`src/rtl/pin_irq_pkg.sv`:
```
package pin_irq_pkg;
    localparam int unsigned ADDR_W = 8;
    localparam int unsigned DATA_W = 32;

    // Register offsets; software depends on these values
    localparam logic [ADDR_W-1:0] OFF_ENABLE = 8'h20;
    localparam logic [ADDR_W-1:0] OFF_RAW    = 8'h24;
    localparam logic [ADDR_W-1:0] OFF_MASKED = 8'h28;
    localparam logic [ADDR_W-1:0] OFF_MASK   = 8'h2C;
    localparam logic [ADDR_W-1:0] OFF_CLEAR  = 8'h30;
    localparam logic [ADDR_W-1:0] OFF_TYPE   = 8'h34;
    localparam logic [ADDR_W-1:0] OFF_BOTH   = 8'h38;
    localparam logic [ADDR_W-1:0] OFF_POL    = 8'h3C;
endpackage

```
`src/rtl/pin_irq_sync.sv`:
```
module pin_irq_sync #(
    parameter int unsigned W = 32
) (
    input  logic         clk,
    input  logic         rst_n,
    input  logic [W-1:0] pin_in,
    output logic [W-1:0] cur_o,
    output logic [W-1:0] prev_o
);
    typedef struct packed {
        logic [W-1:0] meta;
        logic [W-1:0] stable;
        logic [W-1:0] prev;
    } sync_t;

    sync_t st_d, st_q;

    always_comb begin
        st_d        = st_q;
        st_d.meta   = pin_in;
        st_d.stable = st_q.meta;
        st_d.prev   = st_q.stable;
    end

    always_ff @(posedge clk or negedge rst_n) begin
        if (!rst_n) st_q <= '0;
        else        st_q <= st_d;
    end

    assign cur_o  = st_q.stable;
    assign prev_o = st_q.prev;
endmodule

```
`src/rtl/pin_irq_detect.sv`:
```
module pin_irq_detect #(
    parameter int unsigned W = 32
) (
    input  logic [W-1:0] cur_i,
    input  logic [W-1:0] prev_i,
    input  logic [W-1:0] is_level_i,
    input  logic [W-1:0] both_i,
    input  logic [W-1:0] pol_i,
    output logic [W-1:0] trig_o
);
    for (genvar p = 0; p < W; p++) begin : g_pin
        logic lvl_hit, rise, fall, edge_hit;
        // polarity 1 inverts the sense in both families
        assign lvl_hit  = cur_i[p] ^ pol_i[p];
        assign rise     = cur_i[p] & ~prev_i[p];
        assign fall     = ~cur_i[p] & prev_i[p];
        assign edge_hit = both_i[p] ? (rise | fall)
                                    : (pol_i[p] ? fall : rise);
        assign trig_o[p] = is_level_i[p] ? lvl_hit : edge_hit;
    end
endmodule

```
`src/rtl/pin_irq_regs.sv`:
```
module pin_irq_regs
    import pin_irq_pkg::*;
#(
    parameter int unsigned W = 32
) (
    input  logic              clk,
    input  logic              rst_n,
    input  logic [ADDR_W-1:0] addr_i,
    input  logic              wr_i,
    input  logic [DATA_W-1:0] wdata_i,
    output logic [DATA_W-1:0] rdata_o,
    input  logic [W-1:0]      trig_i,
    output logic [W-1:0]      is_level_o,
    output logic [W-1:0]      both_o,
    output logic [W-1:0]      pol_o,
    output logic              irq_o
);
    typedef struct packed {
        logic [W-1:0] en;
        logic [W-1:0] mask;
        logic [W-1:0] is_level;
        logic [W-1:0] both;
        logic [W-1:0] pol;
        logic [W-1:0] raw;
    } regs_t;

    regs_t st_d, st_q;
    logic [W-1:0] clr_vec;
    logic [W-1:0] wval;
    logic [W-1:0] masked;

    assign wval    = wdata_i[W-1:0];
    assign clr_vec = (wr_i && addr_i == OFF_CLEAR) ? wval : '0;
    assign masked  = st_q.raw & ~st_q.mask;

    always_comb begin
        st_d = st_q;
        if (wr_i) begin
            case (addr_i)
                OFF_ENABLE: st_d.en       = wval;
                OFF_MASK:   st_d.mask     = wval;
                OFF_TYPE:   st_d.is_level = wval;
                OFF_BOTH:   st_d.both     = wval;
                OFF_POL:    st_d.pol      = wval;
                default:    ;
            endcase
        end
        // a trigger in the same cycle overrides the acknowledge
        st_d.raw = (st_q.raw & ~clr_vec) | (trig_i & st_q.en);
    end

    always_ff @(posedge clk or negedge rst_n) begin
        if (!rst_n) st_q <= '0;
        else        st_q <= st_d;
    end

    always_comb begin
        case (addr_i)
            OFF_ENABLE: rdata_o = DATA_W'(st_q.en);
            OFF_RAW:    rdata_o = DATA_W'(st_q.raw);
            OFF_MASKED: rdata_o = DATA_W'(masked);
            OFF_MASK:   rdata_o = DATA_W'(st_q.mask);
            OFF_TYPE:   rdata_o = DATA_W'(st_q.is_level);
            OFF_BOTH:   rdata_o = DATA_W'(st_q.both);
            OFF_POL:    rdata_o = DATA_W'(st_q.pol);
            default:    rdata_o = '0;
        endcase
    end

    assign is_level_o = st_q.is_level;
    assign both_o     = st_q.both;
    assign pol_o      = st_q.pol;
    assign irq_o      = |masked;


    disabled_pin_quiet_chk: assert property (@(posedge clk) disable iff (!rst_n)
        ((st_q.raw & ~$past(st_q.raw) & ~$past(st_q.en)) == '0));


    set_needs_trigger_chk: assert property (@(posedge clk) disable iff (!rst_n)
        ((st_q.raw & ~$past(st_q.raw) & ~$past(trig_i)) == '0));


    trigger_latches_chk: assert property (@(posedge clk) disable iff (!rst_n)
        ((trig_i & st_q.en) != '0) |=>
        ((st_q.raw & $past(trig_i & st_q.en)) == $past(trig_i & st_q.en)));


    fall_needs_clear_chk: assert property (@(posedge clk) disable iff (!rst_n)
        (($past(st_q.raw) & ~st_q.raw & ~$past(clr_vec)) == '0));


    full_mask_silent_chk: assert property (@(posedge clk) disable iff (!rst_n)
        (&st_q.mask) |-> !irq_o);
endmodule

```
`src/rtl/pin_event_irq_unit.sv`:
```
module pin_event_irq_unit
    import pin_irq_pkg::*;
#(
    parameter int unsigned NUM_PINS = 32
) (
    input  logic                clk,
    input  logic                rst_n,
    input  logic [7:0]          reg_addr,
    input  logic                reg_wr,
    input  logic [31:0]         reg_wdata,
    output logic [31:0]         reg_rdata,
    input  logic [NUM_PINS-1:0] pin_in,
    output logic                irq_out
);
    logic [NUM_PINS-1:0] cur, prev, trig, is_level, both, pol;

    pin_irq_sync #(.W(NUM_PINS)) u_sync (
        .clk    (clk),
        .rst_n  (rst_n),
        .pin_in (pin_in),
        .cur_o  (cur),
        .prev_o (prev)
    );

    pin_irq_detect #(.W(NUM_PINS)) u_detect (
        .cur_i      (cur),
        .prev_i     (prev),
        .is_level_i (is_level),
        .both_i     (both),
        .pol_i      (pol),
        .trig_o     (trig)
    );

    pin_irq_regs #(.W(NUM_PINS)) u_regs (
        .clk        (clk),
        .rst_n      (rst_n),
        .addr_i     (reg_addr),
        .wr_i       (reg_wr),
        .wdata_i    (reg_wdata),
        .rdata_o    (reg_rdata),
        .trig_i     (trig),
        .is_level_o (is_level),
        .both_o     (both),
        .pol_o      (pol),
        .irq_o      (irq_out)
    );
endmodule

```
`config.mk`:
```
export PLATFORM = sky130hd
export DESIGN_NAME = pin_event_irq_unit
export DESIGN_NICKNAME = d
export VERILOG_FILES = /design/src/rtl/pin_irq_pkg.sv /design/src/rtl/pin_irq_sync.sv /design/src/rtl/pin_irq_detect.sv /design/src/rtl/pin_irq_regs.sv /design/src/rtl/pin_event_irq_unit.sv
export SDC_FILE = /design/constraint.sdc
export NUM_CORES = 1
export LEC_CHECK = 0
export ABC_CLOCK_PERIOD_IN_PS = 2560
export CELL_PAD_IN_SITES_DETAIL_PLACEMENT = 1
export CELL_PAD_IN_SITES_GLOBAL_PLACEMENT = 2
export CORE_MARGIN = 2
export CORE_UTILIZATION = 40
export DETAILED_ROUTE_END_ITERATION = 6
export GPL_TIMING_DRIVEN = 0
export PLACE_DENSITY = 0.79
export SETUP_SLACK_MARGIN = 0.15
export SLEW_MARGIN = 10
export SYNTH_ARGS = -nofsm -noshare
export SYNTH_HDL_FRONTEND = slang
export SYNTH_SLANG_ARGS = --single-unit
export TNS_END_PERCENT = 10
```
`constraint.sdc`:
```
create_clock -name clk -period 2.56 [get_ports clk]
set_clock_uncertainty 0.2 [all_clocks]
set_input_delay 0.512 -clock clk [delete_from_list [all_inputs] [get_ports clk]]
set_output_delay 0.512 -clock clk [all_outputs]
set_load 0.005 [all_outputs]
```
After elaboration in Yosys (flattened, before gate mapping)
Index checks and enable logic that the tools add are counted.
{ "totals": {"reg_bits": 288, "in_bits": 75, "output_inout_bits": 33} }
{ "classes": {"n_eq_ne": 8, "muxes": 98, "n_bitwise": 198, "n_reduce_logical": 7} }
{ "ops": {"columns": ["operator", "n"], "rows": [
  ["$pmux W32 S7", 1],
  ["$and A32 B32 Y32", 3],
  ["$mux W1", 96],
  ["$and A1 B1 Y1", 64],
  ["$eq A8 B6 Y1 const B", 8],
  ["$not A1 Y1", 64],
  ["$not A32 Y32", 2],
  ["$mux W32", 1],
  ["$or A1 B1 Y1", 32],
  ["$or A32 B32 Y32", 1],
  ["$reduce_or A32 Y1", 1],
  ["$xor A1 B1 Y1", 32],
  ["$reduce_and A2 Y1", 5],
  ["$logic_and A1 B1 Y1", 1]
]} }

Logic depth before layout (Yosys ltp)
{ "logic_depth": {"depth_word": 7, "ltp_mapped": 8} }

Cells and area by module
From an unflattened synthesis, not the netlist that was laid out.
{ "unflattened": {"hier_cells": 1359, "area_unflattened_um2": 15361.0} }
{ "by_module_without_submodules": {"columns": ["module", "n_inst", "cells_each", "area_each_um2", "seq_area_each_um2"], "rows": [
  ["pin_irq_regs", 1, 911, 10476.3, 4804.6],
  ["pin_irq_sync", 1, 128, 2642.5, 2402.3],
  ["pin_irq_detect", 1, 320, 2242.2, 0.0]
]} }

Worst setup path before layout
OpenSTA, ideal clock, no wires.
{ "synth_path": {"path_kind": "input -> output", "startpoint": "in reg_addr[3]", "endpoint": "out reg_rdata[24]", "t_arrival_ns": 1.656, "required_time_ns": 1.848, "slack_ns": 0.192, "stages": 8, "n_path_buf": 4, "path_cell_list": "buf_2 > buf_2 > buf_2 > buf_2 > nand2_1 > o211ai_1 > o21ai_0 > o22ai_1"} }
{ "synth_between": {"elab_chain_len": 2} }
{ "synth_lines": {"columns": ["item", "line_no", "source"], "rows": [
  ["start: declaration", "pin_event_irq_unit.sv:8", "input logic [7:0] reg_addr,"],
  ["$eq A8 B6 Y1", "pin_irq_regs.sv:58", "case (addr_i)"],
  ["$pmux W32 S7 *", "pin_irq_regs.sv:58", null],
  ["end: declaration", "pin_event_irq_unit.sv:11", "output logic [31:0] reg_rdata,"]
]} }
Every way passes the cells marked *; elsewhere a longest branch is shown, timed or not.

Worst setup path after layout
{ "layout_path": {"startpoint": "reg u_regs.st_q[26] in the netlist's numbering", "endpoint": "out irq_out"} }
{ "layout_between": {"elab_chain_len": 2} }
{ "layout_lines": {"columns": ["item", "line_no", "source"], "rows": [
  ["start: declaration", "pin_irq_regs.sv:27", "regs_t st_d, st_q;"],
  ["start signal: assignment", "pin_irq_regs.sv:54", "else st_q <= st_d;"],
  ["$and A32 B32 Y32", "pin_irq_regs.sv:34", "assign masked = st_q.raw & ~st_q.mask;"],
  ["$reduce_or A32 Y1", "pin_irq_regs.sv:73", "assign irq_o = |masked;"],
  ["end: declaration", "pin_event_irq_unit.sv:13", "output logic irq_out"]
]} }
No other way between the ends.

==> metrics.md <==
| Metric | Value |
|---|---|
| Status | finished, violations left |
| Failing checks | setup timing |
| RSZ-0062 raised after global routing | true |
| Final setup fails | 22 |
| Sequential area share after synthesis | 51.2% |
| Initial drt markers | 436 |
| Initial antenna violation count | 1 |
| Leak | 8.53 nW |
| IO buf count | ~110 |
| Nets | between 1000 and 1500 |
| GRT Util Overall | ~23% |
| Clock tree sinks | ~290 |
| Post-Syn Area | roughly 14000 um^2 |
| Core Footprint | approximately 35000 um^2 |
| HPWL after DPL | about 25 mm |
| Hold depth | 0 |
| Setup crit start kind | flip-flop |
| Synth cell types | 41 |
| Worst-margin pin slew | about 560 ps |
| Cells after Synth | about 1200 |
| Fin crit period | around 2700 ps |
| Routed Antenna Nets | 0 |
| Critical Path AT | 1980 ps |
| Post-route setup slack | -136 ps |
| First-pass GRT wire length | about 63 mm |
| Fin crit share | 105% |
| Final hold vios | 0 |
| Post-route setup TNS | -1260 ps |
| Largest net degree at the start of global routing | about 110 |
| WL final | 40.1 mm |
| P&R area growth vs syn | 28.2% |
| Worst reg2reg path depth | 5 |
| Die width | between 150 and 200 um |
| Via density | about 5.4 |
| WHS | 143 ps |
| Leading area contributor after synthesis | dfrtp_1 |
| Clock slew at reported path FFs | 60 ps |
| Initial Util | roughly two fifths |
| Die height | 192 um |
| PwrDens | 636 nW/um^2 |
| Synth top area share | roughly 51% |
| Ranking of synthesized cells by area | dfrtp_1 51%, mux2_2 16%, ha_1 5.7%, mux2i_1 2.8%, inv_1 2.6% |
| Layout cell share with drive strength beyond 1 | about a third |
| Synth Register Bits | 288 |
| Pre-Repair DR Iteration Count | 4 |
| WL/cell | 22.2 um |
| Syn. warnings | 0 |
| VDD IR max | around 0.00044 V |
| Total CTS buffers | 35 |
| CP Class | flip-flop to primary output |
| Synth Net Count | 1298 |
| Crit path max fanout | 3 |
| Avg Cell Area, Syn | around 12 um^2 |
| GPL Wtd Cong | about 0.78 |
| Worst skew pair latency | ~500 ps |
| Number of remaining DRC errors | 0 |
| Via Count | approximately 9900 |
| Peak Freq | 371 MHz |
| Setup crit end kind | primary output |
| Root Buffer | clkbuf_16 |
| Io pins | ~110 |
| Die area | 36700 um^2 |
| Min-delay worst type | flip-flop to flip-flop |
| Total grt overflow | 0 |
| Bufs on Longest Clock Path | 3 |
| FP Rows | between 60 and 70 |
| Max cap viols | 0 |
| Slew HR | a little over three fifths |
| Worst Path Required | ~1900 ps |
| Vias in the first global route | about 11000 |
| CTS tree | yes |
| CTS H-tree lvls | 2 |
| Diode count | 0 |
| Slew Viols, Final | 0 |
through the flow:
stage                     utilization, %  setup slack [ps]  power [mW]  area, um^2  instances
final                               52.1              -136        11.5       18000       1810
after global routing                52.1              -193        12.0       18000       1810
after CTS                           51.7              -174        11.6       17900       1808
after detailed placement            45.5             -1650        6.56       15800       1721
after global placement              45.3            -12130        6.49       15700       1719
after floorplan                        -               192        5.96       14100       1159
flip-flops by register name, indices dropped and copies added (netlist names):
signal	cells
u_regs.st_q	96
u_regs.both_o	32
u_regs.pol_o	32
u_sync.st_d	32
u_sync.cur_o	32
u_sync.prev_o	32
u_regs.is_level_o	32
Yosys cell counts, drive strengths merged:
master   instances
a221oi           1
clkbuf          15
nor3b            1
nor4b            1
ha              64
buf             37
o21ai           47
a2111oi         25
dfrtp          288
a22oi           32
a22o             8
o2111ai          1
nor2             5
a311o           25
a21oi           18
nand4            4
nor3             2
xor2            32
nand4bb          1
nor2b           33
a21boi          16
a221o            1
o22ai           34
a211oi          24
nand2           61
o211ai           8
nor4             4
or3              1
mux2i           39
nand3b           8
mux2           206
or3b             1
inv             99
nand2b          15
nand3            2
cells in the final DEF, fill, tap and decap left out, drive strengths merged, types with 33 or more instances in the layout:
master           n
ha              64
buf            104
dfrtp          288
clkbuf          70
o22ai           34
o21ai           47
nor2b           33
mux2i           39
mux2           206
nand2           61
clkdlybuf4s50   64
inv             99
critical path, cell delays in order, from the launching register on:
cell and delay (ps):
dfrtp_1 390, nand2b_1 150, o2111ai_4 180, a2111oi_4 270
nand4_1 260, buf_2 210
routing by layer:
metal  share of wire, %  up-vias  GRT usage (%)  wire [um]
li1                   -     4536              -          -
met1                 45     5098           29.9      18100
met2                 49      166           38.6      19700
met3                3.7       60           3.12       1470
met4                2.1        2           6.07        830
met5              0.035        -              0         14
kinds of logic after synthesis:
group / after synthesis / synth area share [%]
DFF: 288 / 51.2
muxes: 245 / 19.3
AOI/OAI and AO/OA: 240 / 12.1
buffers and inverters: 151 / 4.45
and+or+nand+nor: 139 / 5.28
adders and majority gates: 64 / 5.69
xor gates and xnor gates: 32 / 1.99
power by group:
group,total [mW],internal (mW),switching (mW),leakage [nW]
clock network,4.74,2.83,1.91,0.521
registers,5.19,4.88,0.302,3.70
logic,1.56,0.759,0.800,4.31
total,11.5,8.47,3.01,8.53
final cells by class:
type                            count  area, um^2
Tap cell                          455         569
Clock buffer                       50        1010
Timing Repair Buffer              141        1420
Inverter                           99         372
Sequential cell                   288        7210
Multi-Input combinational cell    720        6850
Buffer                             52         569
Fill cell                        3537       16600
Clock inverter                      5        52.6
path summary, 6_finish.rpt:
check | start | to | slack, ps
min in group asynchronous | rst_n | u_sync.st_d[32] | 340
worst min-delay path | u_sync.st_d[56] | u_sync.cur_o[24] | 140
worst min register to register | u_sync.st_d[56] | u_sync.cur_o[24] | 140
worst max register to register | u_sync.cur_o[4] | u_regs.st_q[4] | 780
max in group asynchronous | rst_n | u_regs.pol_o[19] | 420
worst max-delay path | u_regs.st_q[26] | irq_out | -140
timing repair:
| action | in CTS | in global routing |
|---|---|---|
| buffers inserted | 25 | 2 |
| resized for setup | 357 | 34 |
| hold buffers | 1 | 0 |
| endpoints found under the hold margin | 82 | 0 |
| gates cloned | 6 | 0 |
| pin swaps | 37 | 12 |
| setup endpoints to repair | 123 | 166 |
Power figures use the tool's default switching activity.
